==> config.mk <==
export PLATFORM = sky130hd
export DESIGN_NAME = dual_cmp_timer
export DESIGN_NICKNAME = d
export VERILOG_FILES = /design/src/rtl/dct_pkg.sv /design/src/rtl/dct_flag_bit.sv /design/src/rtl/dct_counter_pair.sv /design/src/rtl/dual_cmp_timer.sv
export SDC_FILE = /design/constraint.sdc
export NUM_CORES = 1
export LEC_CHECK = 0
export BUFFER_PORTS_ARGS = -buffer_cell sky130_fd_sc_hd__buf_2
export CORE_ASPECT_RATIO = 2
export CORE_MARGIN = 5
export CORE_UTILIZATION = 45
export DETAILED_ROUTE_END_ITERATION = 16
export GPL_TIMING_DRIVEN = 0
export HOLD_SLACK_MARGIN = 0.1
export PLACE_DENSITY = 0.67
export SLEW_MARGIN = 10
export SYNTH_ARGS = -nofsm -noshare
export SYNTH_HDL_FRONTEND = slang
export SYNTH_SLANG_ARGS = --single-unit
export TNS_END_PERCENT = 1
==> constraint.sdc <==
create_clock -name clk -period 2.2 [get_ports clk]
set_input_delay 0.33 -clock clk [delete_from_list [all_inputs] [get_ports clk]]
set_output_delay 0.33 -clock clk [all_outputs]
set_load 0.01 [all_outputs]
==> src/rtl/dct_pkg.sv <==
`timescale 1ns/1ps
package dct_pkg;
  localparam int ADDR_W = 3;
  localparam int HALVES = 2;

  localparam logic [ADDR_W-1:0] A_STAT = 3'd0;
  localparam logic [ADDR_W-1:0] A_MODE = 3'd1;
  localparam logic [ADDR_W-1:0] A_CNTH = 3'd2;
  localparam logic [ADDR_W-1:0] A_CNTL = 3'd3;
  localparam logic [ADDR_W-1:0] A_CMPH = 3'd4;
  localparam logic [ADDR_W-1:0] A_CMPL = 3'd5;

  // one status nibble per half, high half in the upper nibble
  typedef struct packed {
    logic ovf;
    logic cm;
    logic ovie;
    logic cclr;
  } half_stat_t;

  localparam int NIB_OVF  = 3;
  localparam int NIB_CM   = 2;
  localparam int NIB_OVIE = 1;
  localparam int NIB_CCLR = 0;
endpackage

==> src/rtl/dct_flag_bit.sv <==
`timescale 1ns/1ps
module dct_flag_bit (
  input  logic clk,
  input  logic rst_n,
  input  logic set_ev,
  input  logic rd_stat,
  input  logic wr_stat,
  input  logic wbit,
  output logic flag
);
  logic flag_q, flag_d, arm_q, arm_d, clr_req, upd_en;

  always_comb begin
    clr_req = wr_stat && !wbit && arm_q;
    flag_d  = set_ev || (flag_q && !clr_req);
    arm_d   = arm_q;
    if (clr_req)               arm_d = 1'b0;
    else if (rd_stat && flag_q) arm_d = 1'b1;
    upd_en  = set_ev || rd_stat || wr_stat;
  end

  always_ff @(posedge clk or negedge rst_n) begin
    if (!rst_n) begin
      flag_q <= 1'b0;
      arm_q  <= 1'b0;
    end else if (upd_en) begin
      flag_q <= flag_d;
      arm_q  <= arm_d;
    end
  end

  assign flag = flag_q;

  AST_FLAG_KEPT_UNARMED: assert property (@(posedge clk) disable iff (!rst_n)
    flag_q && !arm_q |=> flag_q);
  AST_FLAG_NO_SW_SET: assert property (@(posedge clk) disable iff (!rst_n)
    !flag_q && !set_ev |=> !flag_q);
  AST_SET_BEATS_CLEAR: assert property (@(posedge clk) disable iff (!rst_n)
    set_ev |=> flag_q);
endmodule

==> src/rtl/dct_counter_pair.sv <==
`timescale 1ns/1ps
module dct_counter_pair #(
  parameter int CW = 8
) (
  input  logic          clk,
  input  logic          rst_n,
  input  logic          tick,
  input  logic          mode16,
  input  logic          cclr_hi,
  input  logic          cclr_lo,
  input  logic          wr_hi,
  input  logic          wr_lo,
  input  logic [CW-1:0] wdata,
  input  logic [CW-1:0] cmp_hi,
  input  logic [CW-1:0] cmp_lo,
  output logic [CW-1:0] cnt_hi,
  output logic [CW-1:0] cnt_lo,
  output logic          ev_ovf_hi,
  output logic          ev_cm_hi,
  output logic          ev_ovf_lo,
  output logic          ev_cm_lo
);
  localparam logic [CW-1:0] TOP = '1;

  logic [CW-1:0] hi_q, lo_q, hi_d, lo_d;
  logic lo_wrap, lo_eq, hi_eq, hi_step, hi_match, hi_wrap;
  logic clr_hi, clr_lo, en_hi, en_lo;

  always_comb begin
    lo_wrap  = tick && (lo_q == TOP);
    lo_eq    = (lo_q == cmp_lo);
    hi_eq    = (hi_q == cmp_hi);
    hi_step  = mode16 ? lo_wrap : tick;
    hi_match = mode16 ? (tick && lo_eq && hi_eq) : (tick && hi_eq);
    hi_wrap  = hi_step && (hi_q == TOP);
    clr_hi   = cclr_hi && hi_match;
    clr_lo   = (mode16 && clr_hi) || (cclr_lo && tick && lo_eq);

    lo_d = lo_q;
    if (wr_lo)       lo_d = wdata;
    else if (clr_lo) lo_d = '0;
    else if (tick)   lo_d = lo_q + CW'(1);

    hi_d = hi_q;
    if (wr_hi)        hi_d = wdata;
    else if (clr_hi)  hi_d = '0;
    else if (hi_step) hi_d = hi_q + CW'(1);

    en_lo = wr_lo || clr_lo || tick;
    en_hi = wr_hi || clr_hi || hi_step;
  end

  always_ff @(posedge clk or negedge rst_n) begin
    if (!rst_n)     lo_q <= '0;
    else if (en_lo) lo_q <= lo_d;
  end

  always_ff @(posedge clk or negedge rst_n) begin
    if (!rst_n)     hi_q <= '0;
    else if (en_hi) hi_q <= hi_d;
  end

  assign cnt_hi    = hi_q;
  assign cnt_lo    = lo_q;
  assign ev_ovf_lo = lo_wrap;
  assign ev_cm_lo  = tick && lo_eq;
  assign ev_ovf_hi = hi_wrap;
  assign ev_cm_hi  = hi_match;

  AST_LO_ADVANCES: assert property (@(posedge clk) disable iff (!rst_n)
    tick && !wr_lo && !clr_lo |=> lo_q == $past(lo_q) + CW'(1));
  AST_HI_WAITS_CARRY: assert property (@(posedge clk) disable iff (!rst_n)
    mode16 && !lo_wrap && !wr_hi && !clr_hi |=> $stable(hi_q));
  AST_LO_MATCH_CLEAR: assert property (@(posedge clk) disable iff (!rst_n)
    tick && cclr_lo && lo_eq && !wr_lo |=> lo_q == '0);
  AST_BOTH_CLEAR16: assert property (@(posedge clk) disable iff (!rst_n)
    mode16 && cclr_hi && hi_match && !wr_hi && !wr_lo |=> (hi_q == '0) && (lo_q == '0));
  AST_WRITE_WINS: assert property (@(posedge clk) disable iff (!rst_n)
    wr_lo |=> lo_q == $past(wdata));
endmodule

==> src/rtl/dual_cmp_timer.sv <==
`timescale 1ns/1ps
module dual_cmp_timer
  import dct_pkg::*;
#(
  parameter int CW = 8
) (
  input  logic              clk,
  input  logic              rst_n,
  input  logic [ADDR_W-1:0] bus_addr,
  input  logic              bus_rd,
  input  logic              bus_wr,
  input  logic [CW-1:0]     bus_wdata,
  output logic [CW-1:0]     bus_rdata,
  input  logic              tick,
  output logic              irq_hi,
  output logic              irq_lo
);
  localparam int STAT_W = HALVES * $bits(half_stat_t);

  // asynchronous assert, synchronous release
  logic [1:0] rst_pipe;
  logic       rst_sn;
  always_ff @(posedge clk or negedge rst_n) begin
    if (!rst_n) rst_pipe <= '0;
    else        rst_pipe <= {rst_pipe[0], 1'b1};
  end
  assign rst_sn = rst_pipe[1];

  logic wr_stat, rd_stat, wr_mode, wr_cnth, wr_cntl, wr_cmph, wr_cmpl;
  always_comb begin
    wr_stat = bus_wr && (bus_addr == A_STAT);
    rd_stat = bus_rd && (bus_addr == A_STAT);
    wr_mode = bus_wr && (bus_addr == A_MODE);
    wr_cnth = bus_wr && (bus_addr == A_CNTH);
    wr_cntl = bus_wr && (bus_addr == A_CNTL);
    wr_cmph = bus_wr && (bus_addr == A_CMPH);
    wr_cmpl = bus_wr && (bus_addr == A_CMPL);
  end

  // software-owned control bits
  logic [CW-1:0]     cmp_hi_q, cmp_lo_q;
  logic              mode_q;
  logic [HALVES-1:0] ovie_q, cclr_q, ovie_d, cclr_d;

  always_comb begin
    for (int h = 0; h < HALVES; h++) begin
      ovie_d[h] = bus_wdata[4*h + NIB_OVIE];
      cclr_d[h] = bus_wdata[4*h + NIB_CCLR];
    end
  end

  always_ff @(posedge clk or negedge rst_sn) begin
    if (!rst_sn) begin
      ovie_q <= '0;
      cclr_q <= '0;
    end else if (wr_stat) begin
      ovie_q <= ovie_d;
      cclr_q <= cclr_d;
    end
  end

  always_ff @(posedge clk or negedge rst_sn) begin
    if (!rst_sn)      mode_q <= 1'b0;
    else if (wr_mode) mode_q <= bus_wdata[0];
  end

  always_ff @(posedge clk or negedge rst_sn) begin
    if (!rst_sn)      cmp_hi_q <= '1;
    else if (wr_cmph) cmp_hi_q <= bus_wdata;
  end

  always_ff @(posedge clk or negedge rst_sn) begin
    if (!rst_sn)      cmp_lo_q <= '1;
    else if (wr_cmpl) cmp_lo_q <= bus_wdata;
  end

  logic [CW-1:0]     cnt_hi, cnt_lo;
  logic [HALVES-1:0] ev_ovf, ev_cm, ovf_q, cm_q;

  dct_counter_pair #(.CW(CW)) u_cnt (
    .clk       (clk),
    .rst_n     (rst_sn),
    .tick      (tick),
    .mode16    (mode_q),
    .cclr_hi   (cclr_q[1]),
    .cclr_lo   (cclr_q[0]),
    .wr_hi     (wr_cnth),
    .wr_lo     (wr_cntl),
    .wdata     (bus_wdata),
    .cmp_hi    (cmp_hi_q),
    .cmp_lo    (cmp_lo_q),
    .cnt_hi    (cnt_hi),
    .cnt_lo    (cnt_lo),
    .ev_ovf_hi (ev_ovf[1]),
    .ev_cm_hi  (ev_cm[1]),
    .ev_ovf_lo (ev_ovf[0]),
    .ev_cm_lo  (ev_cm[0])
  );

  half_stat_t [HALVES-1:0] stat_h;

  for (genvar h = 0; h < HALVES; h++) begin : g_half
    dct_flag_bit u_ovf (
      .clk     (clk),
      .rst_n   (rst_sn),
      .set_ev  (ev_ovf[h]),
      .rd_stat (rd_stat),
      .wr_stat (wr_stat),
      .wbit    (bus_wdata[4*h + NIB_OVF]),
      .flag    (ovf_q[h])
    );
    dct_flag_bit u_cm (
      .clk     (clk),
      .rst_n   (rst_sn),
      .set_ev  (ev_cm[h]),
      .rd_stat (rd_stat),
      .wr_stat (wr_stat),
      .wbit    (bus_wdata[4*h + NIB_CM]),
      .flag    (cm_q[h])
    );
    assign stat_h[h] = '{ovf: ovf_q[h], cm: cm_q[h], ovie: ovie_q[h], cclr: cclr_q[h]};
  end

  logic [STAT_W-1:0] stat_val;
  assign stat_val = stat_h;

  always_comb begin
    bus_rdata = '0;
    case (bus_addr)
      A_STAT:  bus_rdata = CW'(stat_val);
      A_MODE:  bus_rdata = CW'(mode_q);
      A_CNTH:  bus_rdata = cnt_hi;
      A_CNTL:  bus_rdata = cnt_lo;
      A_CMPH:  bus_rdata = cmp_hi_q;
      A_CMPL:  bus_rdata = cmp_lo_q;
      default: bus_rdata = '0;
    endcase
  end

  assign irq_hi = ovf_q[1] && ovie_q[1];
  assign irq_lo = ovf_q[0] && ovie_q[0];

  AST_IRQ_LO_HOLDS: assert property (@(posedge clk) disable iff (!rst_sn)
    irq_lo && !wr_stat |=> irq_lo);
  AST_IRQ_HI_HOLDS: assert property (@(posedge clk) disable iff (!rst_sn)
    irq_hi && !wr_stat |=> irq_hi);
  AST_STAT_ONLY_BY_WRITE: assert property (@(posedge clk) disable iff (!rst_sn)
    !wr_stat |=> $stable(ovie_q) && $stable(cclr_q));
endmodule

---- Word-level counts from Yosys, hierarchy flattened ----
Index checks and enable logic that the tools add are counted.
word-level totals
  output and inout port bits .............. 10
  input bits .............................. 16
  bits in registers ....................... 47
cells by class
  muxes and demuxes ....................... 17
  reductions and logical operators ........ 72
  $add $sub $neg .......................... 2
  equality and inequality tests ........... 9
operator list
  cell                                                                   count
  8-bit 2-to-1 mux                                                       6
  8-bit one-hot mux with 6 select lines                                  1
  1-bit logical AND                                                      34
  1-bit logical OR                                                       17
  8-bit by 1-bit adder with 8-bit output, second input constant          2
  8-bit equality test                                                    2
  8-bit equality test, second input constant                             2
  2-bit AND reduction                                                    6
  1-bit 2-to-1 mux                                                       10
  1-bit logical NOT                                                      8
  2-bit nonzero test                                                     4
  3-bit by 2-bit equality test with 1-bit output, second input constant  2
  3-bit equality test, second input constant                             2
  3-bit nonzero test                                                     2
  3-bit by 1-bit equality test with 1-bit output, second input constant  1
  3-bit logical NOT                                                      1

---- Logic depth before layout (Yosys ltp) ----
Gate-level depths: netlist (run 1).
  depth after elaboration ................. 10
  depth in mapped cells ................... 8

---- Hierarchy ----
A second synthesis (run 1) with hierarchy kept.
unflattened totals
  cell total of the unflattened synthesis .. 272
  area, all modules ....................... 2877.8 um^2
modules (own cells, without submodules)
  module            area each (um^2)  cells an instance  instances
  dual_cmp_timer    1272.5            100                1
  dct_counter_pair  1239.9            140                1
  dct_flag_bit      91.3              8                  4

---- Least setup slack after synthesis (run 1) ----
OpenSTA, ideal clock, no wires.
  path type ............................... reg-to-reg
  start point ............................. register u_cnt.lo_q[0] (netlist: u_cnt.cnt_lo[0])
  end point ............................... register u_cnt.hi_q[5] (netlist: u_cnt.cnt_hi[5])
  setup time .............................. 0.135 ns
  cell stages (with the launch flop) ...... 9
  arrival ................................. 1.650 ns
  path slack .............................. 0.415 ns
  cells stage by stage .................... dfrtp_1 -> ha_1 -> and2_4 -> buf_6 -> a41oi_4 -> nand2_1 -> a31o_4 -> nor2_2 -> a2111oi_2
between the ends
  cells in the longest elaborated chain, start to end .. 8
  elaborated cells on any way between the ends .. 14
  classes of those cells .................. 2 x eq/ne; 4 x mux; 8 x reduce/logical
ends and longest elaborated chain
  item                            line                    text
  start, declared                 dct_counter_pair.sv:25  logic [CW-1:0] hi_q, lo_q, hi_d, lo_d;
  start signal, assigned          dct_counter_pair.sv:55  else if (en_lo) lo_q <= lo_d;
  8-bit equality test             dct_counter_pair.sv:31  lo_eq = (lo_q == cmp_lo);
  1-bit logical AND (2 in a row)  dct_counter_pair.sv:34  hi_match = mode16 ? (tick && lo_eq && hi_eq) : (tick && hi_eq);
  1-bit 2-to-1 mux                dct_counter_pair.sv:34
  1-bit logical AND               dct_counter_pair.sv:36  clr_hi = cclr_hi && hi_match;
  1-bit logical OR (2 in a row)   dct_counter_pair.sv:50  en_hi = wr_hi || clr_hi || hi_step;
  2-bit AND reduction (no line)   n/a
  end signal, assigned            dct_counter_pair.sv:60  else if (en_hi) hi_q <= hi_d;
  end, declared                   dct_counter_pair.sv:25
Parallel ways exist; a longest one is shown, timed or not.
A chain may end at the register's enable or synchronous reset.

---- Worst setup path in the final report (run 1) ----
  start point ............................. register u_cnt.lo_q[7] (netlist: u_cnt.cnt_lo[7])
  end point ............................... register u_cnt.hi_q[7] (netlist: u_cnt.cnt_hi[7])
The elaborated chain is that of the path after synthesis.

==> flow_summary.yaml, run 1 <==
logic_synthesis:
  syn-num-nets: 306
  synth_edf_count: 0
  synthArstFlopShare_pct: 100
  synth_top_family_by_area: "simple AND/OR/NAND/NOR gates"
  synth_xor_area_share_pct: 7.40
  synthAdderAreaFrac_pct: 0.886
  synthDistinctLibCells: 49
  synthMuxAreaShare_pct: 12.0
  ys_ff_latch: 47
  mappedNetlistArea_sq_um: 2820
  syn_avg_cell_area_sq_um: 9.81
  syn-instance-count: 288
  synth_compound_area_share_pct: 14.6
  yosys.area_share.simple_pct: 18.7
  synthFlopType: "dfrtp_1"
  yosys_warnings: 0
  yosysSeqAreaShare_pct: 42.4
drt:
  ant_nets: 0
  via_per_inst: 5.77
  drt-total-wl_mm: 7.35
  drc: 0
  drt_first_pass_iters: 4
  num_vias: 2343
  drt_iter0_markers: 151
  post_drt_wl_per_cell_um: 18.1
timing:
  slew-limit-headroom_pct: 15.2
  setup_slack_ns: 0.116
  rsz0062_at_grt: "false"
  fin_crit_sh_pct: 94.7
  max_freq_mhz: 480
  tightest_slew_ns: 1.25
  hold_ws_ns: 0.151
  finClkSkew_ns: 0.00296
  finalSetupTns_ns: 0
  drv_slew: 0
  finalHoldViolCount: 0
  min_period_ns: 2.08
  setup_viol_count_final: 0
layout:
  design_area_sq_um: 3210
  drive_above_1_share_pct: 29.7
  area.growth.synth_to_final_pct: 13.8
  stdcell_count: 406
  finalCoreUtilization_pct: 51.8
  nets: 337
  fillCellCount: 602
  antenna_cells: 0
floorplan:
  die_h_um: 122
  core_sq_um: 6210
  die_w_um: 66.0
  start_util_pct: 45.5
  rows: 41
  die_area_sq_um: 8060
  io_pins: 26
setup_path:
  cp.required_ns: 2.34
  cp.arrival_ns: 2.23
  path_max_fanout: 5
  start_kind: "flop"
  endpoint_kind: "flop"
  crit_type: "flop to flop"
clock_network:
  h-tree-depth: 2
  clock_sinks: 47
  clockRootBuffer: "clkbuf_16"
  clk_latency_ns: 0.28
  cts_buffers: 5
  clockBufferDepth: 2
  path_clk_slew_ns: 0.06
  cts_tree: "yes"
place:
  dp_cells: 397
  dpl.hpwl_mm: 5.51
  place.gp.congestion: 0.945
  placed_area_sq_um: 3060
  dp_slack_ns: 0.0705
  port_buffers: 22
flow_run:
  maxCapViolCount: 0
grt:
  first_global_vias: 2520
  grt_pass1_wl_mm: 12.3
  grt_start_max_net_pins: 35
  antenna_found_initial: 0
  grt_overflow: 0
  track_usage_pct: 19.8
power:
  total_leakage_power_nw: 1.31
  power_density_nw_per_um2: 1010
  ir_drop_v: 0.000664
  finalPower_mw: 3.26
hold_path:
  hp-class: "flop to async pin"
outcome:
  status: "complete, no violations"
-- repair_timing --
item / 4_1_cts / 5_1_grt
endpoints found under the setup margin: 0 / 1
hold buffers: 1 / 0
buffers inserted: 0 / 0
hold endpoints to repair: 2 / 0
resized for setup: 0 / 1
-- registers in the layout (all words and copies together), names as in the netlist, 8 cells and up --
name	cells
cmp_lo_q	8
u_cnt.cnt_hi	8
u_cnt.cnt_lo	8
cmp_hi_q	8
-- logic make-up after synthesis --
kind of cell,after synthesis
compound gates,56
xor+xnor,23
fa+ha+maj,2
buf+inv,19
flops,47
mux,31
other cells,1
simple gates,109
-- synth_stat cells, drive strengths merged, types with 2 or more instances --
cell type / instances / area share (%)
a211oi: 9 / 2.4
a21oi: 6 / 1.1
a22oi: 10 / 2.7
a31oi: 2 / 0.44
a41oi: 2 / 1.3
and2: 5 / 1.2
and3: 4 / 0.89
buf: 12 / 2.9
clkbuf: 6 / 0.89
dfrtp: 31 / 27
dfstp: 16 / 15
ha: 2 / 0.89
mux2: 23 / 9.2
mux2i: 8 / 2.8
nand2: 30 / 4.0
nand3: 5 / 0.89
nand3b: 3 / 0.80
nand4: 7 / 1.6
nor2: 37 / 5.2
nor2b: 3 / 0.66
nor3: 8 / 1.6
nor4: 2 / 0.44
o21ai: 15 / 2.7
o221ai: 5 / 1.6
xnor2: 18 / 5.8
xor2: 5 / 1.6
-- routing by layer --
metal  vias to the layer above  part of all wire [%]  track usage [%]
met5                         -                     0                0
met4                         0                   3.2             8.78
met3                        18                   4.3             3.04
met2                        81                    51             32.9
met1                      1158                    42             25.1
li1                       1086                     -                -
-- critical path: stages (launching register included) --
cell,delay [ns]
dfrtp_1,0.36
clkbuf_2,0.18
xnor2_1,0.19
nand4_1,0.14
o21ai_0,0.40
nand4_1,0.16
nor2_1,0.38
nor4_1,0.13
-- worst paths after layout --
path,from,end,slack [ns],cells past startpoint
setup / recovery,u_cnt.cnt_lo[7]$_DFFE_PN0P_,u_cnt.cnt_hi[7]$_DFFE_PN0P_,0.12,7
hold / removal,rst_pipe[1]$_DFF_PN0_,u_cnt.cnt_lo[2]$_DFFE_PN0P_,0.15,0
setup reg to reg,u_cnt.cnt_lo[7]$_DFFE_PN0P_,u_cnt.cnt_hi[7]$_DFFE_PN0P_,0.12,7
hold reg to reg,rst_pipe[1]$_DFF_PN0_,u_cnt.cnt_lo[2]$_DFFE_PN0P_,0.15,0
max in group asynchronous,rst_pipe[1]$_DFF_PN0_,cmp_hi_q[4]$_DFFE_PN1P_,1.51,1
min in group clk,bus_wdata[1],u_cnt.cnt_hi[1]$_DFFE_PN0P_,0.35,3
-- cell usage in the layout (no fill, tap or decap), types with 2 or more instances in the layout --
cell type  instances
a211oi_1           9
a21oi_1            6
a22oi_1           10
a31oi_1            2
and2_1             4
and3_1             4
buf_2             27
buf_4              2
buf_6              3
clkbuf_1           4
clkbuf_16          5
clkbuf_2           3
clkinv_2           3
dfrtp_1           30
dfstp_2           16
ha_1               2
mux2_2            23
mux2i_1            8
nand2_1           30
nand3_1            5
nand3b_1           3
nand4_1            7
nor2_1            34
nor2_2             3
nor2b_1            3
nor3_1             7
nor4_1             2
o21ai_0           15
o221ai_1           5
xnor2_1           17
xor2_1             5
-- power by group --
group	switching, mW	internal, mW	leakage [nW]
sequential	0.297	1.17	0.547
combinational	0.520	0.558	0.687
clock	0.302	0.414	0.0733
-- final cells by class --
cell class	instances	area, sq um	area share (%)
Sequential cell	47	1200	37.3
Clock buffer	5	125	3.89
Buffer	18	108	3.35
Tap cell	86	108	3.35
Timing Repair Buffer	24	140	4.36
Clock inverter	3	15.0	0.467
Multi-Input combinational cell	222	1520	47.2
Inverter	1	3.75	0.117
No activity file was read; power rests on OpenSTA's default activity.
==> inputs of run 2 (changes only) <==
--- a/config.mk
+++ b/config.mk
@@ -5,6 +5,7 @@
 export SDC_FILE = /design/constraint.sdc
 export NUM_CORES = 1
 export LEC_CHECK = 0
+export ABC_AREA = 1
 export BUFFER_PORTS_ARGS = -buffer_cell sky130_fd_sc_hd__buf_2
 export CORE_ASPECT_RATIO = 2
 export CORE_MARGIN = 5
==> flow_summary.yaml, run 2 <==
setup_path:
  critPathTopFamily: "simple AND/OR/NAND/NOR gates"
  crit_type: "flop to flop"
  critPathBufInv: 2
  rr_worst_depth: 10
  path_cells: "ha_1 > nand3_1 > nor3_2 > nand4_1 > nand2_2 > inv_1 > nor2_1 > o21ai_0 > nand2_1 > inv_1"
  path_max_fanout: 5
  cpPeakStageDelay_ns: 0.43
  crit_path_start: "u_cnt.cnt_lo[1]$_DFFE_PN0P_"
  cp_common_cell: "inv_1"
  cp_num_cells: 10
  ff2ff_setup_slack_ns: 0.20
  endpoint_kind: "flop"
  cp-endpoint: "u_cnt.cnt_hi[1]$_DFFE_PN0P_"
  cp_slowest_cell: "dfrtp_1"
  reg2reg_from: "u_cnt.cnt_lo[1]$_DFFE_PN0P_"
  cp.required_ns: 2.39
  start_kind: "flop"
  r2r_end: "u_cnt.cnt_hi[1]$_DFFE_PN0P_"
  cp.arrival_ns: 2.20
logic_synthesis:
  synth_top_area_cell: "dfrtp_1"
  mappedNetlistArea_sq_um: 2810
  synth_top_area_share_pct: 27.6
  yosys_warnings: 0
  ys_ff_latch: 47
  synth_area_leaders: "dfrtp_1 28%, dfstp_2 15%, nand2_1 15%"
  synthDistinctLibCells: 34
  syn-num-nets: 397
  ys_top_cells_by_count: "110 x nand2_1, 55 x inv_1, 44 x o21ai_0"
  synthFlopType: "dfrtp_1"
  syn_avg_cell_area_sq_um: 7.41
  syn-instance-count: 379
  yosysMostFrequentCell: "nand2_1"
  synthArstFlopShare_pct: 100
  yosysSeqAreaShare_pct: 42.6
  synth_edf_count: 0
timing:
  setup_viol_count_final: 0
  tightest_slew_ns: 0.551
  min_period_ns: 2.00
  fin_crit_sh_pct: 91.1
  hold_ws_ns: 0.170
  max_freq_mhz: 499
  slew-limit-headroom_pct: 63.1
  finalSetupTns_ns: 0
  finClkSkew_ns: 0.00864
  finalHoldViolCount: 0
  drv_slew: 0
  rsz0062_at_grt: "false"
drt:
  drt_iter0_markers: 164
  num_vias: 2568
  ant_nets: 0
  drc: 0
  drt-total-wl_mm: 7.84
  drt_first_pass_iters: 5
  post_drt_wl_per_cell_um: 15.7
  via_per_inst: 5.16
clock_network:
  clock_sinks: 47
  path_clk_slew_ns: 0.07
  cts_tree: "yes"
  clockRootBuffer: "clkbuf_16"
  clk_latency_ns: 0.30
  cts_buffers: 5
  clockBufferDepth: 2
  h-tree-depth: 2
layout:
  finalCoreUtilization_pct: 53.0
  drive_above_1_share_pct: 16.7
  stdcell_count: 498
  final_cell_mix: "110 x nand2_1, 55 x inv_1, 44 x o21ai_0, 30 x dfrtp_1, 27 x buf_2"
  antenna_cells: 0
  nets: 431
  area.growth.synth_to_final_pct: 14.3
  final_common_cell: "nand2_1"
grt:
  first_global_vias: 2605
  grt_start_max_net_pins: 33
  track_usage_pct: 21.5
  grt_overflow: 0
  grt_pass1_wl_mm: 12.7
  antenna_found_initial: 0
power:
  power_density_nw_per_um2: 1040
  total_leakage_power_nw: 1.60
  finalPower_mw: 3.35
  ir_drop_v: 0.000803
hold_path:
  hp-class: "flop to async pin"
floorplan:
  die_w_um: 65.9
  io_pins: 26
  start_util_pct: 46.4
  core_sq_um: 6060
  die_h_um: 122
  die_area_sq_um: 8020
  rows: 40
place:
  place.gp.congestion: 0.906
  dp_cells: 489
  port_buffers: 25
  dpl.hpwl_mm: 6.28
outcome:
  status: "complete, no violations"
flow_run:
  maxCapViolCount: 0
## run 2: kinds of logic (layout without fill, tap and decap cells)
| family | after synthesis | count (layout) | share of synthesized area (%) |
|---|---|---|---|
| AND/OR/NAND/NOR | 174 | 174 | 27.4 |
| buffers and inverters | 65 | 100 | 9.09 |
| other | 1 | 1 | 0.134 |
| XOR/XNOR | 18 | 18 | 5.61 |
| flip-flops | 47 | 47 | 42.6 |
| AO/OA/AOI/OAI | 72 | 72 | 14.3 |
| adder cells (fa/ha/maj) | 2 | 2 | 0.891 |
## run 2: area by class of cell
cell class	count	area, sq um
Buffer	5	25.0
Clock buffer	6	129
Clock inverter	2	12.5
Fill cell	621	2840
Inverter	60	230
Multi-Input combinational cell	267	1360
Sequential cell	47	1200
Tap cell	84	105
Timing Repair Buffer	27	155
## run 2: power by group
part	switching, mW	internal (mW)	total [mW]
clock network	0.331	0.420	0.750
registers	0.319	1.16	1.48
logic	0.647	0.468	1.12
total	1.30	2.05	3.35
## run 2: layer usage
metal  GRT usage [%]  vias to the layer above  share of wire (%)
met5               0                        -                  0
met4            15.3                        0                5.9
met3            3.60                       28                3.6
met2            38.4                       64                 55
met1            21.6                     1191                 36
li1                -                     1285                  -
## run 2: repair_timing
action / CTS / global route
setup buffers: 0 / 0
hold buffers: 1 / 0
endpoints found under the hold margin: 2 / 0
gates resized for setup: 0 / 0
## run 2: worst min path at each step
stage                       endpoint             startpoint  depth (start not counted)  slack, ns
6_report       ovie_q[1]$_DFFE_PN0P_  rst_pipe[1]$_DFF_PN0_                          0       0.17
3_3_place_gp   rst_pipe[1]$_DFF_PN0_                  rst_n                          1       0.11
3_5_place_dp   rst_pipe[0]$_DFF_PN0_                  rst_n                          1       0.12
2_1_floorplan  rst_pipe[0]$_DFF_PN0_                  rst_n                          0       0.03
4_1_cts        ovie_q[1]$_DFFE_PN0P_  rst_pipe[1]$_DFF_PN0_                          0       0.18
5_1_grt        ovie_q[1]$_DFFE_PN0P_  rst_pipe[1]$_DFF_PN0_                          0       0.20
## run 2: stage by stage
step	instance area [sq um]	worst slack, ns
finish	3210	0.197
global route	3210	0.123
CTS	3210	0.207
detailed placement	3060	0.184
global placement	3040	0.226
floorplan	2810	0.662
==> inputs of run 3 (changes only) <==
--- a/config.mk
+++ b/config.mk
@@ -7,7 +7,7 @@
 export LEC_CHECK = 0
 export ABC_AREA = 1
 export BUFFER_PORTS_ARGS = -buffer_cell sky130_fd_sc_hd__buf_2
-export CORE_ASPECT_RATIO = 2
+export CORE_ASPECT_RATIO = 1.4
 export CORE_MARGIN = 5
 export CORE_UTILIZATION = 45
 export DETAILED_ROUTE_END_ITERATION = 16
==> flow_summary.yaml, run 3 (synthesis gave the netlist of run 2 again) <==
power:
  power_density_nw_per_um2: 1000
  finalPower_mw: 3.16
  ir_drop_v: 0.000431
  total_leakage_power_nw: 1.59
flow_run:
  maxCapViolCount: 0
drt:
  post_drt_wl_per_cell_um: 15.1
  drt_first_pass_iters: 5
  num_vias: 2567
  drc: 0
  via_per_inst: 5.28
  drt_iter0_markers: 111
  drt-total-wl_mm: 7.36
  ant_nets: 0
floorplan:
  io_pins: 26
  die_area_sq_um: 7940
  die_w_um: 76.8
  start_util_pct: 45.5
  rows: 34
  die_h_um: 103
  core_sq_um: 6170
clock_network:
  cts_buffers: 5
  path_clk_slew_ns: 0.09
  clockBufferDepth: 2
  cts_tree: "yes"
  clock_sinks: 47
  h-tree-depth: 2
  clockRootBuffer: "clkbuf_8"
  post-cts-setup-buffer-count: 0
  clk_latency_ns: 0.31
timing:
  setup_viol_count_final: 0
  finalHoldViolCount: 0
  slew-limit-headroom_pct: 63.7
  drv_slew: 0
  tightest_slew_ns: 0.543
  fin_crit_sh_pct: 88.1
  finClkSkew_ns: 0.00993
  min_period_ns: 1.94
  max_freq_mhz: 516
  finalSetupTns_ns: 0
  rsz0062_at_grt: "false"
outcome:
  status: "complete, no violations"
grt:
  first_global_vias: 2544
  antenna_found_initial: 0
  grt_start_max_net_pins: 32
  grt_overflow: 0
  track_usage_pct: 19.9
  grt_pass1_wl_mm: 12.5
setup_path:
  path_cells: "ha_1 > nand3_1 > nor3_2 > nand4_1 > nand2_2 > inv_1 > nor2_1 > o21ai_0 > nand2_1 > inv_1"
  cp_common_cell: "inv_1"
  start_kind: "flop"
  cp_slowest_cell: "dfrtp_1"
  crit_type: "flop to flop"
  endpoint_kind: "flop"
  cp.required_ns: 2.41
  cp.arrival_ns: 2.14
  path_max_fanout: 5
  cpPeakStageDelay_ns: 0.44
layout:
  final_cell_mix: "110 x nand2_1, 55 x inv_1, 44 x o21ai_0, 30 x dfrtp_1, 27 x buf_2"
  final_common_cell: "nand2_1"
  fillCellCount: 594
  area.growth.synth_to_final_pct: 12.5
  drive_above_1_share_pct: 16.9
  antenna_cells: 0
  nets: 431
place:
  dpl.hpwl_mm: 5.91
  port_buffers: 25
  place.gp.congestion: 0.954
hold_path:
  hp-class: "flop to async pin"
==> run 3: worst paths after layout <==
kind | start | endpoint | slack (ns) | depth (start not counted)
setup reg to reg | u_cnt.cnt_lo[1]$_DFFE_PN0P_ | u_cnt.cnt_hi[1]$_DFFE_PN0P_ | 0.26 | 10
max in group asynchronous | rst_pipe[1]$_DFF_PN0_ | cmp_hi_q[5]$_DFFE_PN1P_ | 1.45 | 1
setup / recovery | u_cnt.cnt_lo[1]$_DFFE_PN0P_ | u_cnt.cnt_hi[1]$_DFFE_PN0P_ | 0.26 | 10
min in group clk | bus_wdata[0] | cclr_q[0]$_DFFE_PN0P_ | 0.26 | 3
hold / removal | rst_pipe[1]$_DFF_PN0_ | u_cnt.cnt_lo[3]$_DFFE_PN0P_ | 0.18 | 0
hold reg to reg | rst_pipe[1]$_DFF_PN0_ | u_cnt.cnt_lo[3]$_DFFE_PN0P_ | 0.18 | 0
==> run 3: critical path, delay by kind of cell (launching register included) <==
| family | cells | cell delay, ns |
|---|---|---|
| buffers and inverters | 2 | 0.15 |
| adders and majority gates | 1 | 0.22 |
| DFF | 1 | 0.44 |
| and+or+nand+nor | 6 | 0.94 |
| AOI/OAI and AO/OA | 1 | 0.09 |
==> run 3: final cells by class <==
class,count,area (sq um),area share [%]
multi-input cells,267,1360,43.0
flip-flops and latches,47,1200,37.9
inverters,60,230,7.29
repair buffers,27,155,4.91
clock buffers,7,96.3,3.05
well taps,72,90.1,2.85
plain buffers,5,25.0,0.792
clock inverters,1,7.51,0.238
==> run 3: power by group <==
part / internal [mW] / switching [mW] / leakage [nW]
registers: 1.16 / 0.310 / 0.535
logic: 0.468 / 0.633 / 1.00
clock network: 0.286 / 0.304 / 0.0505
==> run 3: timing repair <==
action,4_1_cts,5_1_grt
hold endpoints to repair,2,0
hold buffers,1,0
gates resized for setup,0,0
==> run 3: metal layers <==
| metal | global-route usage, % | vias to the layer above | wire [um] |
|---|---|---|---|
| li1 | - | 1282 | - |
| met1 | 21.7 | 1197 | 2920 |
| met2 | 37.9 | 70 | 3880 |
| met3 | 3.55 | 18 | 312 |
| met4 | 8.34 | 0 | 245 |
| met5 | 0 | - | 0 |
==> run 3: metrics by stage <==
step           worst slack [ns]  utilization [%]  hold slack (ns)  instances  area [sq um]
6_report                  0.262             51.2            0.185        486          3160
2_1_floorplan             0.662                -           0.0344        379          2810
3_5_place_dp              0.257             49.4            0.119        477          3050
3_3_place_gp              0.234             49.0            0.116        476          3020
5_1_grt                  0.0632             51.2            0.224        486          3160
4_1_cts                   0.251             51.2            0.204        486          3160
